`src/rtl/dspi_boot_pkg.sv`:
```
package dspi_boot_pkg;
  typedef enum logic [2:0] {ST_IDLE, ST_HDR, ST_DATA, ST_GAP, ST_DONE} boot_state_t;

  localparam logic [7:0] DUAL_READ_CMD = 8'h3B;
  localparam int         HDR_OUT_BITS  = 32;   // command + address
  localparam int         HDR_RISES     = 40;   // plus 8 dummy clocks

  // Bit position of the lower bit of a data pair within the 32-bit word.
  // pair[3:2] selects the byte, pair[1:0] the pair within it (MSB pair first).
  function automatic logic [4:0] pair_lsb(input logic [3:0] pair);
    return {pair[3:2], 3'b110} - {2'b00, pair[1:0], 1'b0};
  endfunction
endpackage

```
`src/rtl/dspi_sck_gen.sv`:
```
module dspi_sck_gen #(
  parameter int HALF = 1,
  localparam int CW = (HALF > 1) ? $clog2(HALF) : 1
)(
  input  logic clk,
  input  logic rst_n,
  input  logic run,
  output logic sck,
  output logic rise,
  output logic fall
);
  logic [CW-1:0] cnt;
  logic          tick;

  assign tick = run && (cnt == CW'(HALF - 1));
  assign rise = tick && !sck;
  assign fall = tick && sck;

  always_ff @(posedge clk or negedge rst_n) begin
    if (!rst_n) begin
      cnt <= '0;
      sck <= 1'b0;
    end else if (!run) begin
      cnt <= '0;
      sck <= 1'b0;
    end else if (tick) begin
      cnt <= '0;
      sck <= !sck;
    end else begin
      cnt <= cnt + 1'b1;
    end
  end

  assert_edge_alternates_R2: assert property (@(posedge clk) disable iff (!rst_n)
    rise |=> !rise);
endmodule

```
`src/rtl/dspi_word_packer.sv`:
```
module dspi_word_packer import dspi_boot_pkg::*; (
  input  logic        clk,
  input  logic        rst_n,
  input  logic        clr,
  input  logic        cap,
  input  logic        d_hi,
  input  logic        d_lo,
  output logic        word_end,
  output logic        wr_valid,
  output logic [31:0] wr_word
);
  logic [3:0]  pair;
  logic [31:0] acc, acc_next;
  logic [4:0]  lo;

  assign lo       = pair_lsb(pair);
  assign word_end = cap && (pair == 4'hF);

  always_comb begin
    acc_next              = acc;
    acc_next[lo + 5'd1]   = d_hi;
    acc_next[lo]          = d_lo;
  end

  always_ff @(posedge clk or negedge rst_n) begin
    if (!rst_n) begin
      pair     <= '0;
      acc      <= '0;
      wr_valid <= 1'b0;
      wr_word  <= '0;
    end else if (clr) begin
      pair     <= '0;
      acc      <= '0;
      wr_valid <= 1'b0;
    end else begin
      wr_valid <= word_end;
      if (cap) begin
        acc  <= acc_next;
        pair <= pair + 1'b1;
        if (pair == 4'hF) wr_word <= acc_next;
      end
    end
  end

  assert_single_write_R6: assert property (@(posedge clk) disable iff (!rst_n)
    wr_valid |=> !wr_valid);
endmodule

```
`src/rtl/dspi_boot_loader.sv`:
```
module dspi_boot_loader import dspi_boot_pkg::*; #(
  parameter logic [23:0] START_ADDR = 24'h0F8000,
  parameter int          WORDS      = 8192,
  parameter int          HALF       = 1,
  localparam int         RAM_AW     = $clog2(WORDS)
)(
  input  logic              clk,
  input  logic              rst_n,
  input  logic              start,
  output logic              busy,
  output logic              done,
  output logic              flash_cs_n,
  output logic              flash_sck,
  output logic              io0_o,
  output logic              io0_oe,
  input  logic              io0_i,
  input  logic              io1_i,
  output logic              ram_we,
  output logic [RAM_AW-1:0] ram_addr,
  output logic [31:0]       ram_wdata
);
  localparam int GAP_CYC = 2 * HALF;
  localparam int GW      = $clog2(GAP_CYC) + 1;

  boot_state_t       st;
  logic [5:0]        pos;
  logic [31:0]       shreg;
  logic [RAM_AW-1:0] wcnt;
  logic              last_word;
  logic [GW-1:0]     gcnt;
  logic              oe_q, cs_q;

  // named internal events
  logic sck_rise, sck_fall, run, accept, word_end, hdr_done, copy_end;

  assign run      = (st == ST_HDR) || (st == ST_DATA);
  assign accept   = start && ((st == ST_IDLE) || (st == ST_DONE));
  assign hdr_done = (st == ST_HDR) && sck_rise && (pos == 6'(HDR_RISES - 1));
  assign copy_end = (st == ST_DATA) && sck_fall && last_word;

  dspi_sck_gen #(.HALF(HALF)) u_sck (
    .clk(clk), .rst_n(rst_n), .run(run),
    .sck(flash_sck), .rise(sck_rise), .fall(sck_fall)
  );

  dspi_word_packer u_pack (
    .clk(clk), .rst_n(rst_n), .clr(accept),
    .cap((st == ST_DATA) && sck_rise),
    .d_hi(io1_i), .d_lo(io0_i),
    .word_end(word_end), .wr_valid(ram_we), .wr_word(ram_wdata)
  );

  always_ff @(posedge clk or negedge rst_n) begin
    if (!rst_n) begin
      st        <= ST_IDLE;
      pos       <= '0;
      shreg     <= '0;
      wcnt      <= '0;
      last_word <= 1'b0;
      gcnt      <= '0;
      oe_q      <= 1'b0;
      cs_q      <= 1'b1;
      ram_addr  <= '0;
    end else begin
      unique case (st)
        ST_IDLE, ST_DONE: if (accept) begin
          st        <= ST_HDR;
          cs_q      <= 1'b0;
          oe_q      <= 1'b1;
          shreg     <= {DUAL_READ_CMD, START_ADDR};
          pos       <= '0;
          wcnt      <= '0;
          last_word <= 1'b0;
        end
        ST_HDR: begin
          if (sck_rise) begin
            pos <= pos + 1'b1;
            if (hdr_done) st <= ST_DATA;
          end
          if (sck_fall) begin
            shreg <= {shreg[30:0], 1'b0};
            if (pos == 6'(HDR_OUT_BITS)) oe_q <= 1'b0;
          end
        end
        ST_DATA: begin
          if (word_end) begin
            ram_addr <= wcnt;
            wcnt     <= wcnt + 1'b1;
            if (wcnt == RAM_AW'(WORDS - 1)) last_word <= 1'b1;
          end
          if (copy_end) begin
            st   <= ST_GAP;
            cs_q <= 1'b1;
            gcnt <= '0;
          end
        end
        ST_GAP: begin
          if (gcnt == GW'(GAP_CYC - 1)) st <= ST_DONE;
          else gcnt <= gcnt + 1'b1;
        end
        default: st <= ST_IDLE;
      endcase
    end
  end

  assign flash_cs_n = cs_q;
  assign io0_o      = shreg[31];
  assign io0_oe     = oe_q;
  assign busy       = (st == ST_HDR) || (st == ST_DATA) || (st == ST_GAP);
  assign done       = (st == ST_DONE);

  assert_sck_needs_select_R2: assert property (@(posedge clk) disable iff (!rst_n)
    flash_sck |-> !flash_cs_n);
  assert_mosi_stable_high_R2: assert property (@(posedge clk) disable iff (!rst_n)
    (flash_sck && io0_oe) |-> $stable(io0_o));
  assert_line_released_R4: assert property (@(posedge clk) disable iff (!rst_n)
    (st == ST_DATA) |-> !io0_oe);
  assert_no_extra_word_R7: assert property (@(posedge clk) disable iff (!rst_n)
    word_end |-> !last_word);
  assert_write_while_busy_R6: assert property (@(posedge clk) disable iff (!rst_n)
    ram_we |-> busy);
  assert_gap_before_done_R8: assert property (@(posedge clk) disable iff (!rst_n)
    $rose(done) |-> (flash_cs_n && $past(flash_cs_n)));
  assert_busy_done_excl_R9: assert property (@(posedge clk) disable iff (!rst_n)
    !(busy && done));
  assert_start_ignored_R9: assert property (@(posedge clk) disable iff (!rst_n)
    (start && (st == ST_DATA)) |=> (st != ST_HDR));
endmodule

```
`config.mk`:
```
export PLATFORM = sky130hd
export DESIGN_NAME = dspi_boot_loader
export DESIGN_NICKNAME = d
export VERILOG_FILES = /design/src/rtl/dspi_boot_pkg.sv /design/src/rtl/dspi_sck_gen.sv /design/src/rtl/dspi_word_packer.sv /design/src/rtl/dspi_boot_loader.sv
export SDC_FILE = /design/constraint.sdc
export NUM_CORES = 1
export LEC_CHECK = 0
export BUFFER_PORTS_ARGS = -buffer_cell sky130_fd_sc_hd__buf_2
export CAP_MARGIN = 20
export CORE_MARGIN = 2
export CORE_UTILIZATION = 60
export DETAILED_ROUTE_END_ITERATION = 10
export GPL_ROUTABILITY_DRIVEN = 0
export HOLD_SLACK_MARGIN = 0.15
export PLACE_DENSITY = 0.89
export SLEW_MARGIN = 20
export SYNTH_ARGS = -nofsm -noshare
export SYNTH_HDL_FRONTEND = slang
export SYNTH_HIERARCHICAL = 1
export SYNTH_SLANG_ARGS = --single-unit
```
`constraint.sdc`:
```
create_clock -name clk -period 5.05 [get_ports clk]
set_input_delay 1.01 -clock clk [delete_from_list [all_inputs] [get_ports clk]]
set_output_delay 1.01 -clock clk [all_outputs]
set_load 0.02 [all_outputs]
```
==> results.yml <==
outcome:
  status: "finished, final reports clean"
floorplan:
  rows: 37
  core_um2: 10200
  dieArea_um2: 11300
  die_x_um: 106
  die-height_um: 106
  ios: 57
  initial_core_util_pct: 61.1
min_path:
  hold_class: "register to register"
  worst_hold_path.endpoint: "ram_addr[6]"
  min_from: "ram_addr[6]"
  hold_depth: 2
pwr:
  peakVddDrop_mv: 0.288
  power_mw: 3.08
  p_leak_nw: 3.81
  p_per_area_nw_per_um2: 434
synth:
  synth_cells: 555
  synthSimpleGateAreaFrac_pct: 19.4
  synth_seq_cells: 127
  yosys.area.top_type_share_pct: 50.4
  synth_area_um2: 6250
  synth_fa_ha_area_share_pct: 1.80
  synth-xor-area-share_pct: 1.68
  synth-seq-area-share_pct: 50.8
  synth_nets: 569
  synth_edf_count: 0
  synth_area_leaders: "dfrtp_1 50%, mux2_2 7.0%, mux2_4 5.8%"
  synth.avg_cell_area_um2: 11.3
  synth_compound_area_share_pct: 4.12
  synth_flop_cell: "dfrtp_1"
  synth_top_family_by_area: "simple AND/OR/NAND/NOR gates"
  synth_cell_types: 55
  ys_async_sr_fraction_pct: 100
  yosys_warnings: 6
  yosysTopAreaCell: "dfrtp_1"
  synthMuxAreaShare_pct: 18.2
grt:
  grt_pass1_wl_um: 21700
  grt_util_all_layers_pct: 24.6
  grt_max_degree: 94
  antenna_found_initial: 0
  grt_pass1_vias: 4492
  grt-ovfl-total: 0
detailed_routing:
  wl_per_cell_um: 17.3
  drc: 0
  vias_per_cell: 5.82
  vias: 4347
  dr.pass1.iters: 5
  drt_wl_total_um: 12900
  drtIter0Drc: 347
  drtAntennaViolNets: 0
layout:
  fill_cells: 717
  drive_gt1_share_pct: 27.7
  diodes: 0
  multi_input_area_um2: 2840
  regArea_um2: 3180
  stdcell_count: 747
  syn2layout_area_growth_pct: 13.5
  finalNetCount: 612
clocking:
  cts_setup_buffers: 0
  path_clk_slew_ns: 0.06
  cts_buffers: 17
  clockBufferDepth: 2
  clk_latency_ns: 0.54
  cts_sinks: 127
  cts_resized: 0
  cts_tree: "yes"
  holdBufCountCts: 0
  clockRootBuffer: "clkbuf_8"
  htreeDepth: 4
sta:
  rsz0062_at_grt: "false"
  slew_headroom_pct: 34.7
  maxSlewViolCount: 0
  tightest_slew_ns: 0.976
  fin_tns_setup_ns: 0
  setup_violations: 0
  fin_worst_skew_ns: 0.00943
  fmax_mhz: 261
  hold_viol: 0
  fin_crit_sh_pct: 75.7
  min_period_ns: 3.82
place:
  io_buffers: 56
  dpl.cell_count: 715
  hpwl_um: 7830
worst_setup_path:
  critPathMaxStageDelay_ns: 0.66
  cp-start-kind: "register"
  r2r_start: "st[1]"
  crit_required_ns: 5.47
  slowest_stage: "dfrtp_1"
  path_buf_inv: 2
  reg2reg_to: "wcnt[11]"
  cpMostUsedCell: "nand4_1"
  cp.arrival_ns: 4.24
  endpoint_kind: "register"
  crit_fanout: 21
  r2r_cells: 11
  path_class: "register to register"
  crit_family: "simple AND/OR/NAND/NOR gates"
  reg2reg_setup_slack_ns: 1.23
  crit_chain: "xnor2_1 -> nor2_1 -> nor3b_1 -> nor3b_2 -> buf_4 -> nand4_1 -> inv_1 -> nand4bb_1 -> nor3_1 -> nand4_1 -> mux2i_1"
run:
  drv_cap: 0
[area by class of cell]
class,count,share of cell area (%)
sequential,127,44.8
multi-input combinational,381,40.0
clock buffer,26,7.02
timing repair buffer,60,4.46
tap,136,2.40
clock inverter,6,0.776
inverter,11,0.582
[cells in the final DEF, fill, tap and decap left out, types with 6 or more instances in the layout]
| master | netlist | layout |
|---|---|---|
| mux2_4 | 24 | 24 |
| ha_1 | 9 | 9 |
| nand4_1 | 11 | 11 |
| xor2_1 | 6 | 6 |
| clkbuf_16 | 0 | 16 |
| inv_1 | 10 | 10 |
| a21oi_1 | 8 | 8 |
| nand4b_1 | 8 | 8 |
| nor2_1 | 55 | 55 |
| nand2_1 | 82 | 82 |
| mux2i_1 | 34 | 34 |
| xnor2_1 | 6 | 6 |
| buf_2 | 6 | 55 |
| nand3_1 | 16 | 16 |
| a22o_1 | 9 | 9 |
| clkbuf_8 | 0 | 6 |
| dfrtp_1 | 126 | 125 |
| mux2_2 | 39 | 39 |
[metal layers]
layer,wire (µm),up-vias,track usage [%]
li1,-,2019,-
met2,6610,116,40.9
met4,239,0,11.0
met1,5500,2194,30.1
met3,546,18,6.93
met5,0,-,0
[where the power goes]
| part | switching (mW) | internal (mW) |
|---|---|---|
| sequential | 0.150 | 1.18 |
| combinational | 0.370 | 0.252 |
| clock | 0.418 | 0.714 |
| total | 0.938 | 2.14 |
[Yosys cell counts, types with 8 or more instances]
cell type    n
dfrtp_1    126
nand2_1     82
nor2_1      55
mux2_2      39
mux2i_1     34
mux2_4      24
clkbuf_1    18
nand3_1     16
nand4_1     11
inv_1       10
a22o_1       9
ha_1         9
a21oi_1      8
nand4b_1     8
[worst max path at each step]
stage	startpoint	endpoint	cells past startpoint
final	st[1]	wcnt[11]	11
after global routing	st[1]	wcnt[11]	11
after CTS	st[1]	wcnt[11]	11
after detailed placement	st[1]	wcnt[7]	11
after global placement	st[1]	wcnt[11]	11
after floorplan	st[1]	wcnt[11]	14
[state kept, by name, indices dropped and copies added (netlist names)]
| signal | cells |
|---|---|
| u_pack/wr_word | 32 |
| u_pack/acc | 31 |
| shreg | 17 |
| ram_addr | 13 |
| wcnt | 13 |
| pos | 6 |
| u_pack/pair | 4 |
| st | 3 |
| gcnt | 2 |
| flash_cs_n | 1 |
| io0_oe | 1 |
| last_word | 1 |
| u_pack/wr_valid | 1 |
| u_sck/cnt | 1 |
| u_sck/sck | 1 |
[metrics by stage]
stage,utilization [%],cell area (µm²),hold WS (ns),setup slack [ns]
floorplan,-,6250,0.447,1.81
global placement,63.9,6540,0.455,1.57
detailed placement,63.9,6540,0.459,1.31
CTS,69.3,7090,0.473,1.25
global route,69.4,7100,0.496,0.856
finish,69.4,7100,0.473,1.23
[worst reg2reg max path: cells and delay by family (launching register included)]
kind | cells | cell delay, ns
simple gates | 7 | 2.38
mux | 1 | 0.14
flops | 1 | 0.66
buf+inv | 2 | 0.40
xor+xnor | 1 | 0.14
[kinds of logic (layout without fill, tap and decap cells)]
| logic type | after synthesis | count (layout) |
|---|---|---|
| simple gates | 224 | 224 |
| flops | 127 | 127 |
| mux | 97 | 97 |
| buf+inv | 47 | 103 |
| compound gates | 38 | 38 |
| xor+xnor | 12 | 12 |
| fa+ha+maj | 9 | 9 |
| other cells | 1 | 1 |
Power figures use the tool's default switching activity.
